## src/rtl/rtc_pkg.sv

```systemverilog
package rtc_pkg;
    localparam int DW  = 32;
    localparam int AW  = 6;
    localparam int NCH = 2;

    localparam logic [AW-1:0] REG_SECS   = 6'h00;
    localparam logic [AW-1:0] REG_FRAC   = 6'h04;
    localparam logic [AW-1:0] REG_CAP_S  = 6'h08;
    localparam logic [AW-1:0] REG_CAP_F  = 6'h0C;
    localparam logic [AW-1:0] REG_FLAG   = 6'h20;
    localparam logic [AW-1:0] REG_ENA    = 6'h24;

    // channel n: compare at 0x10 + 8n, step at 0x14 + 8n
    function automatic logic [AW-1:0] cmp_off(input int ch);
        return AW'(16 + 8 * ch);
    endfunction

    function automatic logic [AW-1:0] step_off(input int ch);
        return AW'(20 + 8 * ch);
    endfunction

    typedef enum logic {
        CH_ARMED = 1'b0,
        CH_SPENT = 1'b1
    } ch_state_e;
endpackage

```

## src/rtl/rtc_timebase.sv

```systemverilog
module rtc_timebase #(
    parameter int DW       = 32,
    parameter int SUB_WRAP = 32768
) (
    input  logic          clk,
    input  logic          rst_n,
    input  logic          tick,
    input  logic          sec_wr,
    input  logic [DW-1:0] sec_wdata,
    output logic [DW-1:0] sec_q,
    output logic [DW-1:0] sub_q,
    output logic          sec_new
);
    localparam logic [DW-1:0] LAST = DW'(SUB_WRAP - 1);

    always_ff @(posedge clk or negedge rst_n) begin
        if (!rst_n) begin
            sec_q   <= '0;
            sub_q   <= '0;
            sec_new <= 1'b0;
        end else begin
            sec_new <= 1'b0;
            if (sec_wr) begin
                sec_q   <= sec_wdata;
                sub_q   <= '0;
                sec_new <= 1'b1;
            end else if (tick) begin
                if (sub_q == LAST) begin
                    sub_q   <= '0;
                    sec_q   <= sec_q + 1'b1;
                    sec_new <= 1'b1;
                end else begin
                    sub_q <= sub_q + 1'b1;
                end
            end
        end
    end


    frac_wrap_chk: assert property (@(posedge clk) disable iff (!rst_n)
        (tick && !sec_wr && sub_q == LAST) |=> (sub_q == '0 && sec_q == $past(sec_q) + 1'b1));


    secs_load_chk: assert property (@(posedge clk) disable iff (!rst_n)
        sec_wr |=> (sec_q == $past(sec_wdata) && sub_q == '0 && sec_new));
endmodule

```

## src/rtl/rtc_snap.sv

```systemverilog
module rtc_snap #(
    parameter int DW = 32
) (
    input  logic          clk,
    input  logic          rst_n,
    input  logic          cap_wr,
    input  logic [DW-1:0] sec_q,
    input  logic [DW-1:0] sub_q,
    output logic [DW-1:0] cap_sec,
    output logic [DW-1:0] cap_sub
);
    always_ff @(posedge clk or negedge rst_n) begin
        if (!rst_n) begin
            cap_sec <= '0;
            cap_sub <= '0;
        end else if (cap_wr) begin
            cap_sec <= sec_q;
            cap_sub <= sub_q;
        end
    end


    snap_pair_chk: assert property (@(posedge clk) disable iff (!rst_n)
        cap_wr |=> (cap_sec == $past(sec_q) && cap_sub == $past(sub_q)));
endmodule

```

## src/rtl/rtc_alarm_chan.sv

```systemverilog
module rtc_alarm_chan
    import rtc_pkg::*;
#(
    parameter int DW = 32
) (
    input  logic          clk,
    input  logic          rst_n,
    input  logic [DW-1:0] sec_q,
    input  logic          sec_new,
    input  logic          cmp_wr,
    input  logic          step_wr,
    input  logic [DW-1:0] wdata,
    input  logic          flag_clr,
    input  logic          en,
    output logic [DW-1:0] cmp_q,
    output logic [DW-1:0] step_q,
    output logic          flag_q,
    output logic          irq
);
    ch_state_e state_q, state_d;
    logic      hit;

    assign hit = (state_q == CH_ARMED) && sec_new && (cmp_q == sec_q);

    // next-state
    always_comb begin
        state_d = state_q;
        unique case (state_q)
            CH_ARMED: if (hit && step_q == '0 && !cmp_wr) state_d = CH_SPENT; // expire
            CH_SPENT: if (cmp_wr) state_d = CH_ARMED;                         // rearm
            default:  state_d = CH_ARMED;
        endcase
    end

    // state register
    always_ff @(posedge clk or negedge rst_n) begin
        if (!rst_n) state_q <= CH_ARMED;
        else        state_q <= state_d;
    end

    // compare, step, flag
    always_ff @(posedge clk or negedge rst_n) begin
        if (!rst_n) begin
            cmp_q  <= '0;
            step_q <= '0;
            flag_q <= 1'b0;
        end else begin
            if (cmp_wr)   cmp_q <= wdata;
            else if (hit) cmp_q <= cmp_q + step_q;
            if (step_wr)  step_q <= wdata;
            flag_q <= hit | (flag_q & ~flag_clr);
        end
    end

    // outputs
    always_comb begin
        irq = flag_q & en;
    end


    cmp_step_chk: assert property (@(posedge clk) disable iff (!rst_n)
        (hit && !cmp_wr) |=> (flag_q && cmp_q == $past(cmp_q) + $past(step_q)));


    flag_set_wins_chk: assert property (@(posedge clk) disable iff (!rst_n)
        (hit && flag_clr) |=> flag_q);


    spent_hold_chk: assert property (@(posedge clk) disable iff (!rst_n)
        (state_q == CH_SPENT && !cmp_wr) |=> ($stable(cmp_q) && state_q == CH_SPENT));
endmodule

```

## src/rtl/rtc_alarm_core.sv

```systemverilog
module rtc_alarm_core
    import rtc_pkg::*;
#(
    parameter int SUB_WRAP = 32768
) (
    input  logic          clk,
    input  logic          rst_n,
    input  logic          tick,
    input  logic          bus_wr,
    input  logic [AW-1:0] bus_addr,
    input  logic [DW-1:0] bus_wdata,
    output logic [DW-1:0] bus_rdata,
    output logic [NCH-1:0] alarm_irq
);
    logic [DW-1:0]  sec_q, sub_q, cap_sec, cap_sub;
    logic           sec_new;
    logic [NCH-1:0] en_q;
    logic [NCH-1:0] flag_vec;
    logic [DW-1:0]  cmp_arr  [NCH];
    logic [DW-1:0]  step_arr [NCH];

    logic sec_wr, cap_wr, ena_wr;
    assign sec_wr = bus_wr && (bus_addr == REG_SECS);
    assign cap_wr = bus_wr && ((bus_addr == REG_CAP_S) || (bus_addr == REG_CAP_F));
    assign ena_wr = bus_wr && (bus_addr == REG_ENA);

    rtc_timebase #(.DW(DW), .SUB_WRAP(SUB_WRAP)) u_tb (
        .clk(clk), .rst_n(rst_n), .tick(tick),
        .sec_wr(sec_wr), .sec_wdata(bus_wdata),
        .sec_q(sec_q), .sub_q(sub_q), .sec_new(sec_new)
    );

    rtc_snap #(.DW(DW)) u_snap (
        .clk(clk), .rst_n(rst_n), .cap_wr(cap_wr),
        .sec_q(sec_q), .sub_q(sub_q),
        .cap_sec(cap_sec), .cap_sub(cap_sub)
    );

    always_ff @(posedge clk or negedge rst_n) begin
        if (!rst_n)      en_q <= '0;
        else if (ena_wr) en_q <= bus_wdata[NCH-1:0];
    end

    for (genvar gi = 0; gi < NCH; gi++) begin : g_ch
        logic cmp_wr, step_wr, clr;
        assign cmp_wr  = bus_wr && (bus_addr == cmp_off(gi));
        assign step_wr = bus_wr && (bus_addr == step_off(gi));
        assign clr     = bus_wr && (bus_addr == REG_FLAG) && bus_wdata[gi];

        rtc_alarm_chan #(.DW(DW)) u_ch (
            .clk(clk), .rst_n(rst_n),
            .sec_q(sec_q), .sec_new(sec_new),
            .cmp_wr(cmp_wr), .step_wr(step_wr), .wdata(bus_wdata),
            .flag_clr(clr), .en(en_q[gi]),
            .cmp_q(cmp_arr[gi]), .step_q(step_arr[gi]),
            .flag_q(flag_vec[gi]), .irq(alarm_irq[gi])
        );
    end

    always_comb begin
        bus_rdata = '0;
        case (bus_addr)
            REG_SECS:  bus_rdata = sec_q;
            REG_FRAC:  bus_rdata = sub_q;
            REG_CAP_S: bus_rdata = cap_sec;
            REG_CAP_F: bus_rdata = cap_sub;
            REG_FLAG:  bus_rdata = DW'(flag_vec);
            REG_ENA:   bus_rdata = DW'(en_q);
            default:   bus_rdata = '0;
        endcase
        for (int c = 0; c < NCH; c++) begin
            if (bus_addr == cmp_off(c))  bus_rdata = cmp_arr[c];
            if (bus_addr == step_off(c)) bus_rdata = step_arr[c];
        end
    end


    irq_gate_chk: assert property (@(posedge clk) disable iff (!rst_n)
        ena_wr |=> (alarm_irq == ($past(bus_wdata[NCH-1:0]) & flag_vec)));
endmodule

```

## config.mk

```make
export PLATFORM = sky130hd
export DESIGN_NAME = rtc_alarm_core
export DESIGN_NICKNAME = d
export VERILOG_FILES = /design/src/rtl/rtc_pkg.sv /design/src/rtl/rtc_timebase.sv /design/src/rtl/rtc_snap.sv /design/src/rtl/rtc_alarm_chan.sv /design/src/rtl/rtc_alarm_core.sv
export SDC_FILE = /design/constraint.sdc
export NUM_CORES = 1
export LEC_CHECK = 0
export CAP_MARGIN = 20
export CORE_ASPECT_RATIO = 0.5
export CORE_MARGIN = 3
export CORE_UTILIZATION = 40
export CTS_BUF_LIST = sky130_fd_sc_hd__clkbuf_8
export DETAILED_ROUTE_END_ITERATION = 6
export PLACE_DENSITY = 0.64
export SLEW_MARGIN = 10
export SYNTH_ARGS = -nofsm -noshare
export SYNTH_HDL_FRONTEND = slang
export SYNTH_HIERARCHICAL = 1
export SYNTH_SLANG_ARGS = --single-unit
```

## constraint.sdc

```tcl
create_clock -name clk -period 5.4 [get_ports clk]
set_input_delay 1.08 -clock clk [delete_from_list [all_inputs] [get_ports clk]]
set_output_delay 1.08 -clock clk [all_outputs]
set_load 0.02 [all_outputs]
```

==> impl_metrics.env <==
export IMPL_ys_top_cells_by_count="dfrtp_1 (263), nor2_1 (150), nand2_1 (139)"
export IMPL_drive_gt1_share_pct=17.8
export IMPL_grtUsageTotal_pct=25.1
export IMPL_worst_pin_slew_ps=1110
export IMPL_avgSynthCellArea_sq_um=10.4
export IMPL_portBuffers=75
export IMPL_cap_violations=0
export IMPL_vias=15300
export IMPL_start_util_pct=40.7
export IMPL_synth_area_leader_cell="dfrtp_1"
export IMPL_drtAntennaViolNets=0
export IMPL_start_kind="primary input"
export IMPL_hold_path_class="primary input to async pin"
export IMPL_ir_drop_v=0.000169
export IMPL_yosysUniqueCellTypes=84
export IMPL_numCtsBuffers=44
export IMPL_antenna_found_initial=1
export IMPL_max_stage_delay_ps=820
export IMPL_worst_slack_ps=798
export IMPL_setup_tns_ps=0
export IMPL_min_period_over_period_pct=85.2
export IMPL_place_area_sq_um=19800
export IMPL_setup_violations=0
export IMPL_grt_pass1_wl_microns=92000
export IMPL_path_cells="buf_2 -> buf_4 -> mux4_2 -> mux2i_1 -> nor2_1 -> clkdlybuf4s50_1"
export IMPL_drv_slew=0
export IMPL_place_hpwl_microns=46800
export IMPL_h_tree_depth=2
export IMPL_post_cts_buffers=0
export IMPL_wl_per_cell_microns=24.9
export IMPL_rows=55
export IMPL_synth_most_common_cell="dfrtp_1"
export IMPL_drtIter0Drc=1734
export IMPL_slowest_stage="buf_2"
export IMPL_worst_setup_path_end_kind="output pin"
export IMPL_overflow=0
export IMPL_cts_resized=0
export IMPL_outcome="finished clean"
export IMPL_p_total_w=0.00712
export IMPL_drc=0
export IMPL_clk_latency_ps=600
export IMPL_cts_tree="built"
export IMPL_final_nets=1945
export IMPL_ys_flop_type="dfrtp_1"
export IMPL_grt_max_degree=133
export IMPL_arrival_ps=3520
export IMPL_die_area_sq_um=49100
export IMPL_critPathKind="primary input to output pin"
export IMPL_hold_viol=0
export IMPL_cp_required_ps=4320
export IMPL_clock_path_buffers=3
export IMPL_core_area_sq_um=45500
export IMPL_rsz0062_at_grt="no"
export IMPL_fmax_mhz=217
export IMPL_syn_cell_area_sq_um=18500
export IMPL_dieWidth_microns=310
export IMPL_path_buf_inv=3
export IMPL_finClkSkew_ps=33.2
export IMPL_drtPass1Iterations=5
export IMPL_grt_pass1_vias=14200
export IMPL_slew_headroom_pct=26.3
export IMPL_synth_top_area_share_pct=35.5
export IMPL_clkSinkCount=263
export IMPL_preCtsSetupSlack_ps=790
export IMPL_fp_dieH_microns=158
export IMPL_synth_fp_nets=1890
export IMPL_area_growth_pct=11.7
export IMPL_path_max_fanout=45
export IMPL_power_density_nw_per_um2=344
export IMPL_synth_edf_count=0
export IMPL_path_delay_family="buffers and inverters"
export IMPL_p_leak_nw=8.39
export IMPL_diodes=0
export IMPL_yosysSeqAreaShare_pct=35.5
export IMPL_postCtsHoldBufs=0
export IMPL_finalInstanceArea_sq_um=20700
export IMPL_root_buffer="clkbuf_8"
export IMPL_ys_ff_latch=263
export IMPL_synthesis_instances=1782
export IMPL_yosys_top_cells_area="dfrtp_1 (36%), mux4_2 (7.5%), mux2_4 (4.9%)"
export IMPL_min_period_ps=4600
export IMPL_place_gp_congestion=0.956
export IMPL_drt_total_wl_microns=62100
export IMPL_holdWs_ps=444
export IMPL_vias_per_cell=6.13
export IMPL_synth_async_reset_ratio_pct=100
export IMPL_io_pin_count=76
export IMPL_yosys_warnings=6
export IMPL_path_clk_slew_ps=60
-- layout make-up --
type / instances / area (sq um)
Clock buffer: 58 / 798
Timing Repair Buffer: 100 / 968
Tap cell: 627 / 785
Inverter: 25 / 93.8
Clock inverter: 18 / 126
Sequential cell: 263 / 6580
Multi-Input combinational cell: 1403 / 11400
Fill cell: 4289 / 24800
-- flip-flops by register name (all words and copies together) (netlist names) --
signal	count
g_ch.u_ch/cmp_q	64
u_tb/sec_q	32
u_snap/cap_sec	32
g_ch.u_ch/state_q	2
g_ch.u_ch/step_q	64
g_ch.u_ch/flag_q	2
u_tb/sec_new	1
en_q	2
u_tb/sub_q	32
u_snap/cap_sub	32
-- routing by layer --
metal	part of all wire (%)	up-vias	track usage, %
met1	47	7640	38.3
met2	39	739	32.9
met4	2.7	0	7.28
met5	0	-	0
met3	12	110	8.66
li1	-	6804	-
-- stage by stage --
stage	cells	util (%)
2_1_floorplan	1782	-
6_report	2494	45.5
4_1_cts	2494	45.5
5_1_grt	2494	45.5
3_5_place_dp	2418	43.5
3_3_place_gp	2418	43.5
-- power breakdown --
part | switching, W | internal (W) | total (W)
clock network | 0.000864 | 0.00105 | 0.00191
registers | 0.000553 | 0.00222 | 0.00277
logic | 0.00133 | 0.00110 | 0.00243
-- path summary, 6_finish.rpt --
check | startpoint | endpoint | slack [ps] | depth (start not counted)
setup / recovery | bus_addr[3] | bus_rdata[18] | 800 | 6
hold / removal | rst_n | g_ch[0].u_ch/cmp_q[24] | 440 | 1
setup reg to reg | u_tb/sec_q[7] | g_ch[0].u_ch/cmp_q[31] | 1750 | 8
hold reg to reg | u_snap/cap_sec[10] | u_snap/cap_sec[10] | 510 | 1
max in group asynchronous | rst_n | g_ch[1].u_ch/cmp_q[20] | 3720 | 2
min in group clk | u_snap/cap_sec[10] | u_snap/cap_sec[10] | 510 | 1
-- placed cells by master, fill, tap and decap left out, types with 25 or more instances in the layout --
| master | netlist | routed |
|---|---|---|
| dfrtp_1 | 263 | 263 |
| mux2i_1 | 72 | 72 |
| o21ai_0 | 81 | 81 |
| nand4_1 | 44 | 44 |
| xnor2_1 | 85 | 85 |
| mux2_4 | 60 | 60 |
| a31oi_1 | 25 | 25 |
| clkbuf_8 | 0 | 58 |
| nand3_1 | 41 | 41 |
| clkdlybuf4s50_1 | 0 | 71 |
| xor2_1 | 65 | 65 |
| inv_1 | 24 | 38 |
| nor4_1 | 35 | 35 |
| nor3_1 | 30 | 26 |
| mux4_2 | 62 | 62 |
| nor2_1 | 150 | 148 |
| ha_1 | 64 | 64 |
| mux2_2 | 71 | 71 |
| nand2_1 | 139 | 139 |
| a21oi_1 | 82 | 82 |
-- cells by family (layout without fill, tap and decap cells) --
logic type | Yosys count | count (layout) | synth area share [%]
AOI/OAI and AO/OA | 340 | 340 | 12.5
DFF | 263 | 263 | 35.5
and+or+nand+nor | 580 | 580 | 16.3
xor gates and xnor gates | 150 | 150 | 7.09
buffers and inverters | 116 | 201 | 3.35
muxes | 267 | 267 | 20.7
adders and majority gates | 66 | 66 | 4.54
No activity file was read; power rests on OpenSTA's default activity.
